**config.mk**
```make
export PLATFORM = sky130hd
export DESIGN_NAME = vr_power_sequencer
export DESIGN_NICKNAME = d
export VERILOG_FILES = /design/src/rtl/vrseq_pkg.sv /design/src/rtl/vrseq_strap.sv /design/src/rtl/vrseq_wait_timer.sv /design/src/rtl/vrseq_slew.sv /design/src/rtl/vr_power_sequencer.sv
export SDC_FILE = /design/constraint.sdc
export NUM_CORES = 1
export LEC_CHECK = 0
export BUFFER_PORTS_ARGS = -buffer_cell sky130_fd_sc_hd__clkbuf_2
export CORE_MARGIN = 2
export CORE_UTILIZATION = 51
export DETAILED_ROUTE_END_ITERATION = 16
export GPL_TIMING_DRIVEN = 0
export PLACE_DENSITY = 0.76
export SYNTH_ARGS = -nofsm -noshare
export SYNTH_HDL_FRONTEND = slang
export SYNTH_SLANG_ARGS = --single-unit
```
**constraint.sdc**
```tcl
create_clock -name clk -period 3.6 [get_ports clk]
set_input_delay 0.54 -clock clk [delete_from_list [all_inputs] [get_ports clk]]
set_output_delay 0.54 -clock clk [all_outputs]
set_load 0.01 [all_outputs]
```
**src/rtl/vrseq_pkg.sv**
```systemverilog
package vrseq_pkg;

    localparam int unsigned VREF_W   = 8;
    localparam int unsigned MV_PER_LSB = 5;

    typedef enum logic [1:0] {
        ST_OFF    = 2'd0,
        ST_HOLD   = 2'd1,
        ST_ACTIVE = 2'd2,
        ST_SHUT   = 2'd3
    } seq_state_e;

    typedef struct packed {
        logic              armed;
        logic              pending;
        logic [VREF_W-1:0] code;
    } target_t;

    function automatic int unsigned mv_to_code(input int unsigned mv);
        return mv / MV_PER_LSB;
    endfunction

endpackage

```
**src/rtl/vrseq_strap.sv**
```systemverilog
module vrseq_strap #(
    parameter int unsigned ADDR_W = 4
) (
    input  logic              clk,
    input  logic              rst,
    input  logic              por_good,
    input  logic              strap,
    output logic [ADDR_W-1:0] core_addr,
    output logic [ADDR_W-1:0] gfx_addr
);
    logic swap_q;

    always_ff @(posedge clk) begin
        if (rst) begin
            swap_q <= 1'b0;
        end else if (!por_good) begin
            swap_q <= strap;
        end
    end

    assign core_addr = swap_q ? ADDR_W'(1) : ADDR_W'(0);
    assign gfx_addr  = swap_q ? ADDR_W'(0) : ADDR_W'(1);
endmodule

```
**src/rtl/vrseq_wait_timer.sv**
```systemverilog
module vrseq_wait_timer #(
    parameter int unsigned LIMIT = 2000
) (
    input  logic clk,
    input  logic rst,
    input  logic clear,
    input  logic tick,
    output logic done
);
    localparam int unsigned CW = $clog2(LIMIT + 1);
    localparam logic [CW-1:0] LIM = CW'(LIMIT);

    logic [CW-1:0] cnt_q;

    always_ff @(posedge clk) begin
        if (rst || clear) begin
            cnt_q <= '0;
        end else if (tick && cnt_q != LIM) begin
            cnt_q <= cnt_q + CW'(1);
        end
    end

    assign done = (cnt_q == LIM);
endmodule

```
**src/rtl/vrseq_slew.sv**
```systemverilog
module vrseq_slew #(
    parameter int unsigned W      = 8,
    parameter int unsigned FRAC_W = 4
) (
    input  logic            clk,
    input  logic            rst,
    input  logic            clear,
    input  logic            tick,
    input  logic [W-1:0]    target,
    input  logic [FRAC_W:0] rate,
    output logic [W-1:0]    code,
    output logic            at_target
);
    logic [FRAC_W-1:0] acc_q;
    logic [FRAC_W:0]   sum;
    logic              carry;
    logic              going_up;

    always_comb begin
        sum      = {1'b0, acc_q} + rate;
        carry    = sum[FRAC_W];
        going_up = (target > code);
    end

    always_ff @(posedge clk) begin
        if (rst || clear) begin
            code  <= '0;
            acc_q <= '0;
        end else if (at_target) begin
            acc_q <= '0;
        end else if (tick) begin
            acc_q <= sum[FRAC_W-1:0];
            if (carry) begin
                code <= going_up ? code + W'(1) : code - W'(1);
            end
        end
    end

    assign at_target = (code == target);
endmodule

```
**src/rtl/vr_power_sequencer.sv**
```systemverilog
module vr_power_sequencer
    import vrseq_pkg::*;
#(
    parameter int unsigned CODE_W     = VREF_W,
    parameter int unsigned FRAC_W     = 4,
    parameter int unsigned SLEW_RATE  = 8,
    parameter int unsigned DOWN_RATE  = 10,
    parameter int unsigned INIT_CODE  = mv_to_code(1100),
    parameter int unsigned FLOOR_CODE = mv_to_code(200),
    parameter int unsigned WAIT_US    = 2000,
    parameter int unsigned ADDR_W     = 4
) (
    input  logic              clk,
    input  logic              rst,
    input  logic              pgood,
    input  logic              enable,
    input  logic              init_hi,
    input  logic [CODE_W-1:0] vid_code,
    input  logic              vid_valid,
    input  logic              swap_strap,
    input  logic              tick_us,
    output logic [CODE_W-1:0] vref_code,
    output logic              drv_en,
    output logic              ready,
    output logic [ADDR_W-1:0] core_addr,
    output logic [ADDR_W-1:0] gfx_addr
);
    localparam logic [CODE_W-1:0] INIT_C  = CODE_W'(INIT_CODE);
    localparam logic [CODE_W-1:0] FLOOR_C = CODE_W'(FLOOR_CODE);
    localparam logic [FRAC_W:0]   RATE_UP = (FRAC_W+1)'(SLEW_RATE);
    localparam logic [FRAC_W:0]   RATE_DN = (FRAC_W+1)'(DOWN_RATE);

    seq_state_e        state_q;
    logic [CODE_W-1:0] tgt_code_q;
    logic              armed_q;
    logic              pending_q;
    logic              ready_q;

    logic              run_ok;
    logic              going_off;
    logic              hold_done;
    logic              at_target;
    logic [CODE_W-1:0] slew_target;
    logic [FRAC_W:0]   slew_rate;

    assign run_ok    = pgood && enable;
    assign going_off = (state_q == ST_SHUT) && (vref_code < FLOOR_C);

    always_comb begin
        slew_target = (state_q == ST_ACTIVE) ? tgt_code_q : '0;
        slew_rate   = (state_q == ST_SHUT) ? RATE_DN : RATE_UP;
    end

    vrseq_slew #(
        .W      (CODE_W),
        .FRAC_W (FRAC_W)
    ) u_slew (
        .clk       (clk),
        .rst       (rst),
        .clear     ((state_q == ST_OFF) || going_off),
        .tick      (tick_us),
        .target    (slew_target),
        .rate      (slew_rate),
        .code      (vref_code),
        .at_target (at_target)
    );

    vrseq_wait_timer #(
        .LIMIT (WAIT_US)
    ) u_timer (
        .clk   (clk),
        .rst   (rst),
        .clear (state_q != ST_HOLD),
        .tick  (tick_us),
        .done  (hold_done)
    );

    vrseq_strap #(
        .ADDR_W (ADDR_W)
    ) u_strap (
        .clk       (clk),
        .rst       (rst),
        .por_good  (pgood),
        .strap     (swap_strap),
        .core_addr (core_addr),
        .gfx_addr  (gfx_addr)
    );

    always_ff @(posedge clk) begin
        if (rst) begin
            state_q    <= ST_OFF;
            tgt_code_q <= '0;
            armed_q    <= 1'b0;
            pending_q  <= 1'b0;
            ready_q    <= 1'b0;
        end else begin
            case (state_q)
                ST_OFF: begin
                    ready_q   <= 1'b0;
                    armed_q   <= 1'b0;
                    pending_q <= 1'b0;
                    if (run_ok) begin
                        if (init_hi) begin
                            state_q    <= ST_ACTIVE;
                            tgt_code_q <= INIT_C;
                            armed_q    <= 1'b1;
                        end else begin
                            state_q    <= ST_HOLD;
                            tgt_code_q <= '0;
                        end
                    end
                end
                ST_HOLD: begin
                    if (!run_ok) begin
                        state_q <= ST_SHUT;
                    end else begin
                        if (vid_valid) begin
                            tgt_code_q <= vid_code;
                            pending_q  <= 1'b1;
                        end
                        if (hold_done) begin
                            state_q <= ST_ACTIVE;
                            armed_q <= pending_q || vid_valid;
                        end
                    end
                end
                ST_ACTIVE: begin
                    if (!run_ok) begin
                        state_q <= ST_SHUT;
                        ready_q <= 1'b0;
                    end else begin
                        if (vid_valid) begin
                            tgt_code_q <= vid_code;
                            armed_q    <= 1'b1;
                        end
                        if (armed_q && at_target) begin
                            ready_q <= 1'b1;
                        end
                    end
                end
                ST_SHUT: begin
                    ready_q <= 1'b0;
                    if (going_off) begin
                        state_q <= ST_OFF;
                    end
                end
                default: state_q <= ST_OFF;
            endcase
        end
    end

    assign drv_en = (state_q != ST_OFF);
    assign ready  = ready_q && run_ok;
endmodule

```
-- Word-level counts from Yosys, hierarchy flattened
Cells that the tools add are included.
- logic and storage cells: 87
- input port bits: 16
- register bits: 37
- output and inout port bits: 18
- muxes and demuxes: 28
- reduce and logical (&&, ||, !) cells: 24
- add/sub/neg operators: 4
- $lt $le $gt $ge: 2
- bitwise gates (word level): 1
- eq/ne operators: 19
- operators by type and width (operator ; number):
    $mux 8 ; 6
    $ne 2x2->1 const B ; 8
    $pmux 8 s2 ; 1
    $mux 2 ; 7
    $add 11x1->11 const B ; 1
    $eq 11x11->1 const B ; 1
    $ne 11x11->1 const B ; 1
    $mux 1 ; 10
    $add 8x1->8 const B ; 1
    $eq 8x8->1 ; 1
    $gt 8x8->1 ; 1
    $lt 8x6->1 const B ; 1
    $pmux 2 s4 ; 1
    $reduce_and 4->1 ; 2
    $reduce_bool 2->1 ; 4
    $sub 8x1->8 const B ; 1
    $ne 2x1->1 const B ; 3
    $reduce_and 3->1 ; 2
    $reduce_or 2->1 ; 3
    $add 4x4->5 ; 1
    $logic_and 1x1->1 ; 5
    $reduce_and 5->1 ; 1
    $eq 2x2->1 const B ; 2
    $logic_or 1x1->1 ; 4
    9 further kinds ; 10

-- Logic depth before layout (Yosys ltp)
Gate-level depths: netlist (run 1).
- depth after elaboration: 7
- mapped depth: 17

-- By module
From an unflattened synthesis (run 1), not the netlist that was laid out.
- cell total of the unflattened synthesis: 300
- area total of the unflattened synthesis: 2548.7 sq um
- modules (own cells, without submodules) (module ; instances ; seq. area each (sq um) ; area an instance (sq um) ; cells an instance):
    vrseq_slew ; 1 ; 240.2 ; 1067.3 ; 124
    vr_power_sequencer ; 1 ; 260.2 ; 823.3 ; 98
    vrseq_wait_timer ; 1 ; 220.2 ; 564.3 ; 66
    vrseq_strap ; 1 ; 20.0 ; 93.8 ; 12

-- Worst setup path after synthesis (run 1)
Ideal clock, no wire load.
- path kind: flip-flop to flip-flop
- start point: reg state_q[0]
- end point: reg u_slew.code[7]
- arrival: 3.582 ns
- setup slack: -0.103 ns
- path buffers: 1
- cell stages (with the launch flop): 18
- data required time: 3.479 ns
- cells stage by stage: dfxtp_1 -> inv_1 -> ha_1 -> buf_4 -> and2_1 -> ha_1 -> nor2b_1 -> o211ai_1 -> a21oi_1 -> a211oi_1 -> or2_2 -> ha_1 -> a21o_1 -> o21ai_0 -> a32oi_1 -> or2_2 -> mux2i_1 -> mux2_2
- longest elaborated chain between the ends: 5
- elaborated cells between the ends (all ways): 14
- classes of those cells: 1 x add/sub; 1 x order compare; 3 x eq/ne; 3 x mux; 1 x bitwise; 5 x reduce/logical
- RTL lines (element ; RTL line ; text):
    start: declaration ; vr_power_sequencer.sv:33 ; seq_state_e state_q;
    start signal: assignment ; vr_power_sequencer.sv:91 ; state_q <= ST_OFF;
    start signal: assignment ; vr_power_sequencer.sv:104 ; state_q <= ST_ACTIVE;
    start signal: assignment ; vr_power_sequencer.sv:108 ; state_q <= ST_HOLD;
    branches (longest 5 deep; another with $gt 8x8->1) ; n/a ;
    end signal: assignment ; vrseq_slew.sv:34 ; code <= going_up ? code + W'(1) : code - W'(1);
    end: declaration ; vrseq_slew.sv:11 ; output logic [W-1:0] code,
Parallel ways; which one is timed is not known.
A chain may end at the register's enable or synchronous reset.

-- Worst setup path in the final report (run 1)
Ends and elaborated chain as after synthesis.

==> results of run 1 <==
[metal layers]
metal / up-vias / track usage (%)
li1: 1033 / -
met1: 887 / 24.1
met2: 52 / 32.2
met3: 10 / 4.27
met4: 0 / 7.55
met5: - / 0
[worst max-delay path by stage]
| stage | from | end | cells past startpoint |
|---|---|---|---|
| after floorplan | state_q[0]$_SDFFE_PP0P_ | u_slew.code[7]$_SDFFE_PP0P_ | 17 |
| after global placement | state_q[0]$_SDFFE_PP0P_ | u_slew.code[7]$_SDFFE_PP0P_ | 17 |
| after detailed placement | state_q[0]$_SDFFE_PP0P_ | u_slew.code[7]$_SDFFE_PP0P_ | 17 |
| after CTS | state_q[0]$_SDFFE_PP0P_ | u_slew.code[7]$_SDFFE_PP0P_ | 16 |
| after global routing | state_q[0]$_SDFFE_PP0P_ | u_slew.code[7]$_SDFFE_PP0P_ | 17 |
| final | state_q[0]$_SDFFE_PP0P_ | u_slew.code[7]$_SDFFE_PP0P_ | 17 |
[critical path: stages, from the launching register on]
cell and delay [ns]:
dfxtp_4 0.35, inv_2 0.05, ha_4 0.17, buf_4 0.15, and2_1 0.15, ha_1 0.27, nand4_1 0.14, a21oi_2 0.16
a211oi_2 0.07, or2_4 0.29, buf_4 0.15, ha_1 0.29, o211a_1 0.14, o21ai_2 0.08, a32oi_2 0.13, or2_2 0.28
mux2i_1 0.15, mux2_2 0.35
[cells in the final DEF (no fill, tap or decap), types with 3 or more instances in the layout]
cell type / Yosys / layout
mux2i_1: 7 / 7
clkbuf_2: 0 / 26
a211oi_1: 11 / 10
buf_4: 9 / 18
dfxtp_1: 36 / 35
ha_4: 0 / 4
conb_1: 1 / 6
xnor2_1: 8 / 8
o21ai_0: 11 / 9
and2_1: 8 / 8
and3_1: 4 / 4
nor2_1: 32 / 31
clkbuf_8: 1 / 8
nor3_1: 3 / 3
a21o_1: 3 / 3
nand3_1: 7 / 7
a21oi_1: 23 / 21
ha_1: 23 / 19
xor2_1: 7 / 7
nand4_1: 4 / 4
inv_1: 18 / 17
nand2_1: 24 / 24
a21oi_2: 1 / 3
clkbuf_1: 4 / 4
nand2b_1: 3 / 3
[power by group]
| part | internal (mW) | switching, mW | total (mW) | leakage [nW] |
|---|---|---|---|---|
| clock | 0.170 | 0.137 | 0.308 | 0.0503 |
| sequential | 0.435 | 0.0211 | 0.456 | 0.292 |
| combinational | 0.294 | 0.366 | 0.660 | 0.815 |
| total | 0.900 | 0.525 | 1.42 | 1.16 |
[cell type report]
type	count	area, um2	share of cell area, %
Tap cell	52	65.1	2.35
Timing Repair Buffer	36	205	7.42
Sequential cell	36	724	26.2
Buffer	15	105	3.80
Clock buffer	7	96.3	3.48
Multi-Input combinational cell	211	1500	54.3
Inverter	18	67.6	2.44
[registers in the layout, summed over array words and instances, names as in the netlist]
register and count:
ready_q 1, tgt_code_q 8, u_timer.cnt_q 11, u_slew.acc_q 3
u_strap.swap_q 1, armed_q 1, state_q 2, pending_q 1
u_slew.code 8
[cells by family after synthesis]
logic type,share of synthesized area (%)
xor gates and xnor gates,5.71
AOI/OAI and AO/OA,16.9
muxes,3.53
buffers and inverters,7.83
other,0.163
and+or+nand+nor,21.2
DFF,31.3
adders and majority gates,13.4
[per-stage QoR]
stage          util (%)  worst slack, ns
6_report           63.5            0.113
5_1_grt            63.5         -0.00995
4_1_cts            61.6           0.0220
3_5_place_dp       58.0           -0.359
3_3_place_gp       58.0           -0.279
2_1_floorplan         -           0.0443
[repair_timing]
| item | CTS | global route |
|---|---|---|
| gates resized for setup | 6 | 11 |
| hold endpoints to repair | 0 | 0 |
| setup buffers | 6 | 4 |
| endpoints found under the setup margin | 2 | 2 |
| pin swaps | 6 | 6 |
==> metrics.yaml, run 1 <==
status: "finished, final reports clean"
gp_congestion: 0.856
ys_async_sr_fraction_pct: 0
arrival_ns: 3.66
hold_start: "armed_q$_SDFFE_PP0P_"
final_max_slew_viol_count: 0
fin_cells: 375
syn-cell-area_mm2: 0.00230
cts_root_buf: "clkbuf_8"
drive_above_1_share_pct: 24.5
fp.dieH_um: 71.2
start_util_pct: 52.9
yosys-top-cells-area: "dfxtp_1 31%, ha_1 13%, nor2_1 5.2%"
maxUsedRoutingLayer: "met4"
crit_path_end_kind: "flip-flop"
worstMarginPinSlew_ns: 0.574
path_max_fanout: 6
grtUsageTotal_pct: 19.3
grt_pass1_wl_um: 7830
yosysWarnings: 0
met2_length_um: 2170
setup_tns_ns: 0
leakagePower_nw: 1.16
dr.pass1.iters: 4
grt_max_degree: 14
fmax_ghz: 0.287
r2r-start: "state_q[0]$_SDFFE_PP0P_"
cap_violations: 0
powerDensity_mw_per_mm2: 515
ys_ff_latch: 36
cts_buffer_depth: 2
reg2reg_depth: 17
overflow: 0
power.total_mw: 1.42
final.setup_skew_ns: 0.00659
via_per_inst: 5.29
clock_latency_ns: 0.29
dp_hpwl_um: 3390
io_pins: 34
cts_hold_buf: 0
yosysSeqAreaShare_pct: 31.3
area_delta_synth_final_pct: 20.1
place_area_mm2: 0.00252
syn_inst: 276
die_w_um: 71.2
peakVddDrop_mv: 0.338
synth_common_cells: "36 x dfxtp_1, 32 x nor2_1, 24 x nand2_1"
syn_avg_cell_area_um2: 8.34
postRouteAntennaNets: 0
timing.final.crit_period_ns: 3.49
cts_tree: "built"
grt_pass1_vias: 1864
drc: 0
wl_per_cell_um: 12.3
via_count: 1982
fp.coreArea_mm2: 0.00435
crit_path_start_kind: "flip-flop"
antenna_found_initial: 0
hold_viol: 0
stdcell_area_mm2: 0.00277
cts_inserted_buffers: 5
whs_ns: 0.467
met1Wirelength_um: 2120
worstHoldPathType: "flip-flop to flip-flop"
holdPathEnd: "armed_q$_SDFFE_PP0P_"
setup_viol: 0
wirelength_um: 4620
crit_type: "flip-flop to flip-flop"
synth.distinct_cells: 44
place_inst: 359
fillerInstances: 392
synth_flop_cell: "dfxtp_1"
io_buffers: 26
final.period_utilization_pct: 96.9
synth.most_common_cell: "dfxtp_1"
cts.sinks: 36
critPathRequiredTime_ns: 3.77
finalNetCount: 363
synth-edff-count: 0
whs_path_depth: 2
antenna_cells: 0
row_count: 24
synthDominantCellAreaShare_pct: 31.3
cts.reportedPaths.clkPinSlew_ns: 0.07
route.met3.wl_um: 229
die_area_mm2: 0.00507
drt_iter0_markers: 72
r2r-end: "u_slew.code[7]$_SDFFE_PP0P_"
yosys.area.top_type: "dfxtp_1"
htree_levels: 2
max_slew_margin_pct: 61.6
regToRegSetupSlack_ns: 0.11
(Power assumes the default switching activity.)
==> inputs of run 2 (changes only) <==
--- a/config.mk
+++ b/config.mk
@@ -6,7 +6,8 @@
 export NUM_CORES = 1
 export LEC_CHECK = 0
 export BUFFER_PORTS_ARGS = -buffer_cell sky130_fd_sc_hd__clkbuf_2
-export CORE_MARGIN = 2
+export CORE_ASPECT_RATIO = 1.4
+export CORE_MARGIN = 8
 export CORE_UTILIZATION = 51
 export DETAILED_ROUTE_END_ITERATION = 16
 export GPL_TIMING_DRIVEN = 0
==> run 2 against run 1 <==
Via count rose by 0.81%. Combinational power fell by 4.4%. Sequential power barely moved. Register-to-register slack improved by 0.02 ns. Sequential share of layout area rose by 0.51 points. Cell count rose by 1.6%. Clock power rose by 1%. Largest cell class unchanged. Routed wire length rose by 4.1%. Cell area fell by 2.3%. Maximum frequency rose by 0.49%.
==> metrics.yaml, run 2 (same netlist as run 1, synthesis figures left out) <==
dr.pass1.iters: 4  # unchanged
final_max_slew_viol_count: 0  # unchanged
mostFrequentLayoutCells: "35 x dfxtp_1, 31 x nor2_1, 26 x clkbuf_2"  # unchanged
drt_iter0_markers: 72  # unchanged
cts_tree: "built"  # unchanged
powerDensity_mw_per_mm2: 517  # was 515 mW/mm2
crit_type: "flip-flop to flip-flop"  # unchanged
die_w_um: 72.8  # was 71.2 um
hold_start: "armed_q$_SDFFE_PP0P_"  # unchanged
cts_buffer_depth: 2  # unchanged
worstMarginPinSlew_ns: 0.660  # was 0.574 ns
wirelength_um: 4810  # was 4620 um
grt_max_degree: 14  # unchanged
fmax_ghz: 0.288  # was 0.287 GHz
clock_latency_ns: 0.29  # about the same
critPathRequiredTime_ns: 3.77  # about the same
setup_viol: 0  # unchanged
critPathLaunch: "state_q[0]$_SDFFE_PP0P_"  # unchanged
power.total_mw: 1.40  # was 1.42 mW
antenna_found_initial: 0  # unchanged
via_per_inst: 5.24  # was 5.29
fin_cells: 381  # was 375
final.setup_skew_ns: 0.00899  # was 0.00659 ns
r2r-start: "state_q[0]$_SDFFE_PP0P_"  # unchanged
postRouteAntennaNets: 0  # unchanged
cap_violations: 0  # unchanged
overflow: 0  # unchanged
start_util_pct: 52.0  # was 52.9%
grt_pass1_vias: 1937  # was 1864
leakagePower_nw: 1.13  # was 1.16 nW
cts_hold_buf: 0  # unchanged
final_common_cell: "dfxtp_1"  # unchanged
rsz0062_at_grt: "true"
timing.final.crit_period_ns: 3.47  # was 3.49 ns
row_count: 29  # was 24
peakVddDrop_mv: 0.475  # was 0.338 mV
io_pins: 34  # unchanged
multi_input_area_mm2: 0.00146  # was 0.00150 mm2
largestRegisters: "u_timer.cnt_q: 11 flops, tgt_code_q: 8 flops, u_slew.code: 8 flops"  # unchanged
seq_area_um2: 722  # was 724 um2
crit_path_start_kind: "flip-flop"  # unchanged
die_area_mm2: 0.00695  # was 0.00507 mm2
htree_levels: 2  # unchanged
fp.coreArea_mm2: 0.00443  # was 0.00435 mm2
antenna_cells: 0  # unchanged
grtUsageTotal_pct: 14.3  # was 19.3%
finalNetCount: 359  # was 363
fillerInstances: 400  # was 392
max_slew_margin_pct: 55.8  # was 61.6%
whs_ns: 0.469  # was 0.467 ns
cts.sinks: 36  # unchanged
crit_path_end_kind: "flip-flop"  # unchanged
final.period_utilization_pct: 96.4  # was 96.9%
via_count: 1998  # was 1982
dp_hpwl_um: 3640  # was 3390 um
arrival_ns: 3.64  # was 3.66 ns
cts_root_buf: "clkbuf_8"  # unchanged
fp.dieH_um: 95.5  # was 71.2 um
io_buffers: 26  # unchanged
status: "finished, final reports clean"  # unchanged
area_delta_synth_final_pct: 17.4  # was 20.1%
wl_per_cell_um: 12.6  # was 12.3 um
drc: 0  # unchanged
cts_inserted_buffers: 5  # unchanged
drive_above_1_share_pct: 21.3  # was 24.5%
top_register: "u_timer.cnt_q"  # unchanged
place_inst: 369  # was 359
cts.reportedPaths.clkPinSlew_ns: 0.08  # was 0.07 ns
path_max_fanout: 13  # was 6
gp_congestion: 0.766  # was 0.856
setup_tns_ns: 0  # unchanged
largest_register_ffs: 11  # unchanged
grt_pass1_wl_um: 8090  # was 7830 um
worstHoldPathType: "flip-flop to flip-flop"  # unchanged
hold_viol: 0  # unchanged
[run 2: changes by cell type in the layout (fill, tap and decap cells not counted), sizes merged]
cell / delta
buf: -4
[run 2: layer usage]
metal	up-vias	wire [um]	global-route usage [%]	part of all wire, %
li1	1025	-	-	-
met1	945	2060	15.1	43
met2	22	2580	26.9	54
met3	6	105	2.84	2.2
met4	0	70	5.70	1.5
met5	-	0	0	0
[run 2: layout make-up]
type                       instances  area share [%]
buffer                            15            3.89
inverter                          18            2.50
sequential                        36            26.7
multi-input combinational        211            54.0
clock buffer                       7            3.56
tap                               62            2.87
timing repair buffer              32            6.48
[run 2: path summary, 6_finish.rpt]
check | to | slack, ns | cells after the start
max | u_slew.code[7]$_SDFFE_PP0P_ | 0.13 | 16
min | armed_q$_SDFFE_PP0P_ | 0.47 | 2
max reg2reg | u_slew.code[7]$_SDFFE_PP0P_ | 0.13 | 16
min reg2reg | armed_q$_SDFFE_PP0P_ | 0.47 | 2
[run 2: report_power, final]
part / switching, mW / leakage, nW / total [mW] / internal [mW]
Combinational: 0.358 / 0.789 / 0.631 / 0.272
Sequential: 0.0206 / 0.292 / 0.454 / 0.434
Clock: 0.141 / 0.0503 / 0.312 / 0.171
Total: 0.520 / 1.13 / 1.40 / 0.877
[run 2: worst max-delay path, stage by stage, from the launching register on]
cell and delay, ns:
dfxtp_2 0.34, inv_1 0.07, ha_4 0.20, and2_1 0.16, ha_1 0.28, nor2b_1 0.13
o211ai_1 0.16, a21oi_1 0.10, a211oi_2 0.18, or2_4 0.20, ha_1 0.23, a21o_1 0.18
o21ai_2 0.18, a32oi_1 0.15, or2_2 0.29, mux2i_1 0.15, mux2_2 0.34
[run 2: per-stage QoR]
stage	instance area [um2]	worst slack, ns	utilization [%]
floorplan	2330	0.0443	-
global placement	2540	-0.324	57.3
detailed placement	2540	-0.370	57.3
CTS	2690	0.0575	60.8
global route	2700	-0.0293	61.1
finish	2700	0.130	61.1
[run 2: repair_timing]
action / in CTS / in global routing
hold endpoints to repair: 0 / 0
pin swaps: 6 / 2
setup buffers: 6 / 0
gates resized for setup: 4 / 3
endpoints found under the setup margin: 2 / 2
cloned: 0 / 0
